[config.mk]
export PLATFORM = sky130hd
export DESIGN_NAME = pipe_hazard_unit
export DESIGN_NICKNAME = d
export VERILOG_FILES = /design/src/rtl/hz_pkg.sv /design/src/rtl/hz_src_match.sv /design/src/rtl/hz_fwd_select.sv /design/src/rtl/hz_load_use.sv /design/src/rtl/pipe_hazard_unit.sv
export SDC_FILE = /design/constraint.sdc
export NUM_CORES = 1
export LEC_CHECK = 0
export BUFFER_PORTS_ARGS = -buffer_cell sky130_fd_sc_hd__buf_4
export CAP_MARGIN = 20
export CELL_PAD_IN_SITES_DETAIL_PLACEMENT = 1
export CELL_PAD_IN_SITES_GLOBAL_PLACEMENT = 1
export CORE_UTILIZATION = 24
export DETAILED_ROUTE_END_ITERATION = 16
export GPL_ROUTABILITY_DRIVEN = 0
export PLACE_DENSITY = 0.92
export SLEW_MARGIN = 20
export SYNTH_ARGS = -nofsm -noshare
export SYNTH_HDL_FRONTEND = slang
export SYNTH_SLANG_ARGS = --single-unit
[constraint.sdc]
create_clock -name vclk -period 4.5
set_clock_uncertainty 0.1 [all_clocks]
set_input_delay 0.9 -clock vclk [all_inputs]
set_output_delay 0.9 -clock vclk [all_outputs]
set_load 0.01 [all_outputs]
[src/rtl/hz_pkg.sv]
package hz_pkg;
  typedef enum logic [1:0] {
    FWD_RF  = 2'b00,
    FWD_WB  = 2'b01,
    FWD_MEM = 2'b10
  } fwd_sel_e;
endpackage

[src/rtl/hz_src_match.sv]
module hz_src_match #(
  parameter int AW = 5
) (
  input  logic [AW-1:0] src,
  input  logic [AW-1:0] prod_dst,
  input  logic          prod_valid,
  output logic          hit
);
  // register 0 is hard-wired, so a write to it never yields a value
  always_comb begin
    hit = prod_valid && (prod_dst != '0) && (prod_dst == src);
  end
endmodule

[src/rtl/hz_fwd_select.sv]
module hz_fwd_select
  import hz_pkg::*;
(
  input  logic     hit_mem,
  input  logic     hit_wb,
  output fwd_sel_e sel
);
  // younger stage first
  always_comb begin
    if (hit_mem)     sel = FWD_MEM;
    else if (hit_wb) sel = FWD_WB;
    else             sel = FWD_RF;
  end
endmodule

[src/rtl/hz_load_use.sv]
module hz_load_use #(
  parameter int AW = 5
) (
  input  logic          ex_is_load,
  input  logic [AW-1:0] ex_dst,
  input  logic [AW-1:0] id_src_a,
  input  logic [AW-1:0] id_src_b,
  output logic          stall
);
  logic hit_a, hit_b;

  hz_src_match #(.AW(AW)) u_cmp_a (
    .src(id_src_a), .prod_dst(ex_dst), .prod_valid(ex_is_load), .hit(hit_a)
  );
  hz_src_match #(.AW(AW)) u_cmp_b (
    .src(id_src_b), .prod_dst(ex_dst), .prod_valid(ex_is_load), .hit(hit_b)
  );

  always_comb begin
    stall = hit_a || hit_b;
  end
endmodule

[src/rtl/pipe_hazard_unit.sv]
module pipe_hazard_unit
  import hz_pkg::*;
#(
  parameter int AW = 5
) (
  input  logic          clk,
  input  logic          rst,
  input  logic [AW-1:0] ex_src_a,
  input  logic [AW-1:0] ex_src_b,
  input  logic [AW-1:0] mem_dst,
  input  logic          mem_wr,
  input  logic [AW-1:0] wb_dst,
  input  logic          wb_wr,
  input  logic          ex_is_load,
  input  logic [AW-1:0] ex_dst,
  input  logic [AW-1:0] id_src_a,
  input  logic [AW-1:0] id_src_b,
  output logic [1:0]    fwd_a,
  output logic [1:0]    fwd_b,
  output logic          hold_pc,
  output logic          hold_ifid,
  output logic          bubble_idex
);
  localparam int NOPS = 2;

  logic [AW-1:0] op_src [NOPS];
  fwd_sel_e      op_sel [NOPS];
  logic          stall;

  always_comb begin
    op_src[0] = ex_src_a;
    op_src[1] = ex_src_b;
  end

  for (genvar k = 0; k < NOPS; k++) begin : g_op
    logic hit_mem, hit_wb;
    hz_src_match #(.AW(AW)) u_mem (
      .src(op_src[k]), .prod_dst(mem_dst), .prod_valid(mem_wr), .hit(hit_mem)
    );
    hz_src_match #(.AW(AW)) u_wb (
      .src(op_src[k]), .prod_dst(wb_dst), .prod_valid(wb_wr), .hit(hit_wb)
    );
    hz_fwd_select u_sel (.hit_mem(hit_mem), .hit_wb(hit_wb), .sel(op_sel[k]));
  end

  hz_load_use #(.AW(AW)) u_lu (
    .ex_is_load(ex_is_load), .ex_dst(ex_dst),
    .id_src_a(id_src_a), .id_src_b(id_src_b), .stall(stall)
  );

  always_comb begin
    fwd_a       = op_sel[0];
    fwd_b       = op_sel[1];
    hold_pc     = stall;
    hold_ifid   = stall;
    bubble_idex = stall;
  end

  // a live execute/memory match on operand A always selects that stage
  assert_mem_priority_R3: assert property (@(posedge clk) disable iff (rst)
    (mem_wr && mem_dst != '0 && mem_dst == ex_src_a) |-> fwd_a == 2'b10);

  // memory/writeback path used when only that stage matches operand B
  assert_wb_forward_R2: assert property (@(posedge clk) disable iff (rst)
    (wb_wr && wb_dst != '0 && wb_dst == ex_src_b &&
     !(mem_wr && mem_dst == ex_src_b)) |-> fwd_b == 2'b01);

  // register 0 is never forwarded
  assert_zero_reg_R4: assert property (@(posedge clk) disable iff (rst)
    (ex_src_a == '0) |-> fwd_a == 2'b00);

  // the three stall outputs move together
  assert_stall_coherent_R8: assert property (@(posedge clk) disable iff (rst)
    (hold_pc == hold_ifid) && (hold_ifid == bubble_idex));

  // only a load can interlock
  assert_nonload_nostall_R8: assert property (@(posedge clk) disable iff (rst)
    !ex_is_load |-> !hold_pc);

  // load into a decode source always interlocks
  assert_load_use_R7: assert property (@(posedge clk) disable iff (rst)
    (ex_is_load && ex_dst != '0 && ex_dst == id_src_b) |-> bubble_idex);
endmodule

==> results.sh <==
export IMPL_synth_largest_area_cell="xor2_1"
export IMPL_worstSetupEndpointType="primary output"
export IMPL_synthMuxAreaShare=0
export IMPL_insertedDiodeCount=0
export IMPL_ff_latch_area_sq_um=0
export IMPL_first_pass_iters=6
export IMPL_place_ws_ns=1.227
export IMPL_synth_simple_gate_area_frac=0.2493
export IMPL_fmaxAchievable_mhz=307.3
export IMPL_synth_common_cells="xor2_1 (20), xnor2_1 (10), or4_1 (5), buf_4 (4), nand3_1 (4)"
export IMPL_worst_path_most_repeated_cell="buf_4"
export IMPL_num_vias=502
export IMPL_portBuffers=45
export IMPL_worstHoldPathCells=4
export IMPL_crit_chain="buf_4, or4_1, o21ai_2, nor4_1, nor4_2, buf_4"
export IMPL_wl_per_cell_um=14.05
export IMPL_fp_row_count=14
export IMPL_worst_slack_ns=1.246
export IMPL_drc=0
export IMPL_leakage_uw=0.0003447
export IMPL_synth_avg_cell_area_sq_um=7.956
export IMPL_relSlewSlack=0.7032
export IMPL_synth_warnings=0
export IMPL_finalHoldViolCount=0
export IMPL_initial_utilization=0.2675
export IMPL_dp_hpwl_mm=1.475
export IMPL_worstHoldStart="ex_is_load"
export IMPL_grt_max_degree=4
export IMPL_crit_slowest_cell="or4_1"
export IMPL_start_kind="primary input"
export IMPL_drt_total_wl_mm=1.546
export IMPL_grt_first_pass_wirelength_mm=2.546
export IMPL_synth_most_common_cell="xor2_1"
export IMPL_grt_pass1_vias=547
export IMPL_required_ns=3.50
export IMPL_drt_initial_drc_count=12
export IMPL_layout_min_cycle_time_ns=3.254
export IMPL_synth_top_family_by_area="XOR/XNOR gates"
export IMPL_critPathMaxStageDelay_ns=0.53
export IMPL_ios=47
export IMPL_critPathKind="in -> out"
export IMPL_die_w_um=43.92
export IMPL_drt_antenna_violating_nets=0
export IMPL_fp_dieArea_sq_um=1929
export IMPL_drive_gt1_frac=0.5106
export IMPL_cpLargestDelayFamily="simple AND/OR/NAND/NOR gates"
export IMPL_track_usage=0.1729
export IMPL_post_cts_repair_setup_buffers=0
export IMPL_post_drt_via_cell_ratio=4.564
export IMPL_post_route_period_util=0.7232
export IMPL_drv_cap=0
export IMPL_hp_class="in -> out"
export IMPL_min_to="hold_ifid"
export IMPL_crit_arrival_ns=2.25
export IMPL_clock_buffers=0
export IMPL_synthTopCellsByArea="xor2_1 (42%), xnor2_1 (21%), or4_1 (8.9%)"
export IMPL_synthXorXnorAreaFrac=0.6231
export IMPL_numSequentialCells=0
export IMPL_synth_compound_area_share=0.05638
export IMPL_core_sq_um=1577
export IMPL_hold_buffers=0
export IMPL_report_final_slew_viol_count=0
export IMPL_synth_lib_cells_used_distinct=12
export IMPL_die_y_um=43.92
export IMPL_setup_viol=0
export IMPL_tightest_slew_ns=0.4411
export IMPL_overflow=0
export IMPL_seq_area_frac_synth=0
export IMPL_synth_fa_ha_area_frac=0
export IMPL_outcome="completed"
export IMPL_rsz0062_at_grt="no"
export IMPL_peakVddDrop_v=0.00003245
export IMPL_syn_nets=93
export IMPL_area_delta_synth_final_pct=77.75
export IMPL_fillers=202
export IMPL_grt_antenna_before_repair=0
export IMPL_syn_inst=53
export IMPL_cp_max_fo=3
export IMPL_critical_path_buf_inv_count=2
export IMPL_synth_area_sq_um=421.7
export IMPL_yosys_area_top_type_share=0.4154
export IMPL_setup_tns_ns=0
export IMPL_cts_resized_gates=0
export IMPL_nNetsFinal=136
export IMPL_p_per_area_nw_per_um2=87.29
## power by group
part           total [uW]  internal (uW)  switching, uW
sequential              0              0              0
combinational        65.4           38.9           26.6
clock                   0              0              0
total                65.4           38.9           26.6
## stage by stage
step	total power, uW	hold WS (ns)	area [sq um]	instances	util
3_3_place_gp	63.97	2.075	749.5	110	0.4754
4_1_cts	66.25	2.078	749.5	110	0.4754
3_5_place_dp	66.13	2.073	749.5	110	0.4754
2_1_floorplan	26.23	1.829	421.7	53	-
6_report	65.42	2.072	749.5	110	0.4754
5_1_grt	72.29	2.120	749.5	110	0.4754
## final cells by class
| class | count | area, sq um | area share |
|---|---|---|---|
| Timing Repair Buffer | 45 | 337.8 | 0.4508 |
| Multi-Input combinational cell | 49 | 391.6 | 0.5225 |
| Tap cell | 16 | 20.02 | 0.02671 |
## per-layer routing
layer	wire length, um	up-vias	share of wire	global-route usage
met4	0	0	0	0
li1	-	265	-	-
met5	0	-	0	0
met3	25	0	0.016	0
met1	642	229	0.42	0.2346
met2	879	8	0.57	0.3254
## logic make-up after synthesis
logic type | after synthesis
compound gates | 4
xor+xnor | 30
buf+inv | 4
simple gates | 15
## placed cells by master (no fill, tap or decap)
master	Yosys	final
xnor2_1	10	10
nand3_1	4	4
or4_1	5	5
nor3_1	2	2
a21oi_1	1	1
o21ai_0	1	1
xor2_1	20	20
o21ai_1	1	1
nor4_2	2	2
buf_4	4	45
nor4_1	2	2
o21ai_2	1	1
## worst max-delay path by stage
stage / slack, ns / from / cells past startpoint / endpoint
finish: 1.25 / mem_dst[0] / 6 / fwd_b[0]
global route: 1.14 / mem_dst[0] / 6 / fwd_b[0]
CTS: 1.22 / mem_dst[0] / 6 / fwd_b[0]
detailed placement: 1.23 / mem_dst[0] / 6 / fwd_b[0]
global placement: 1.28 / mem_dst[0] / 6 / fwd_a[0]
floorplan: 1.49 / mem_dst[0] / 4 / fwd_a[0]
Power figures use the tool's default switching activity.
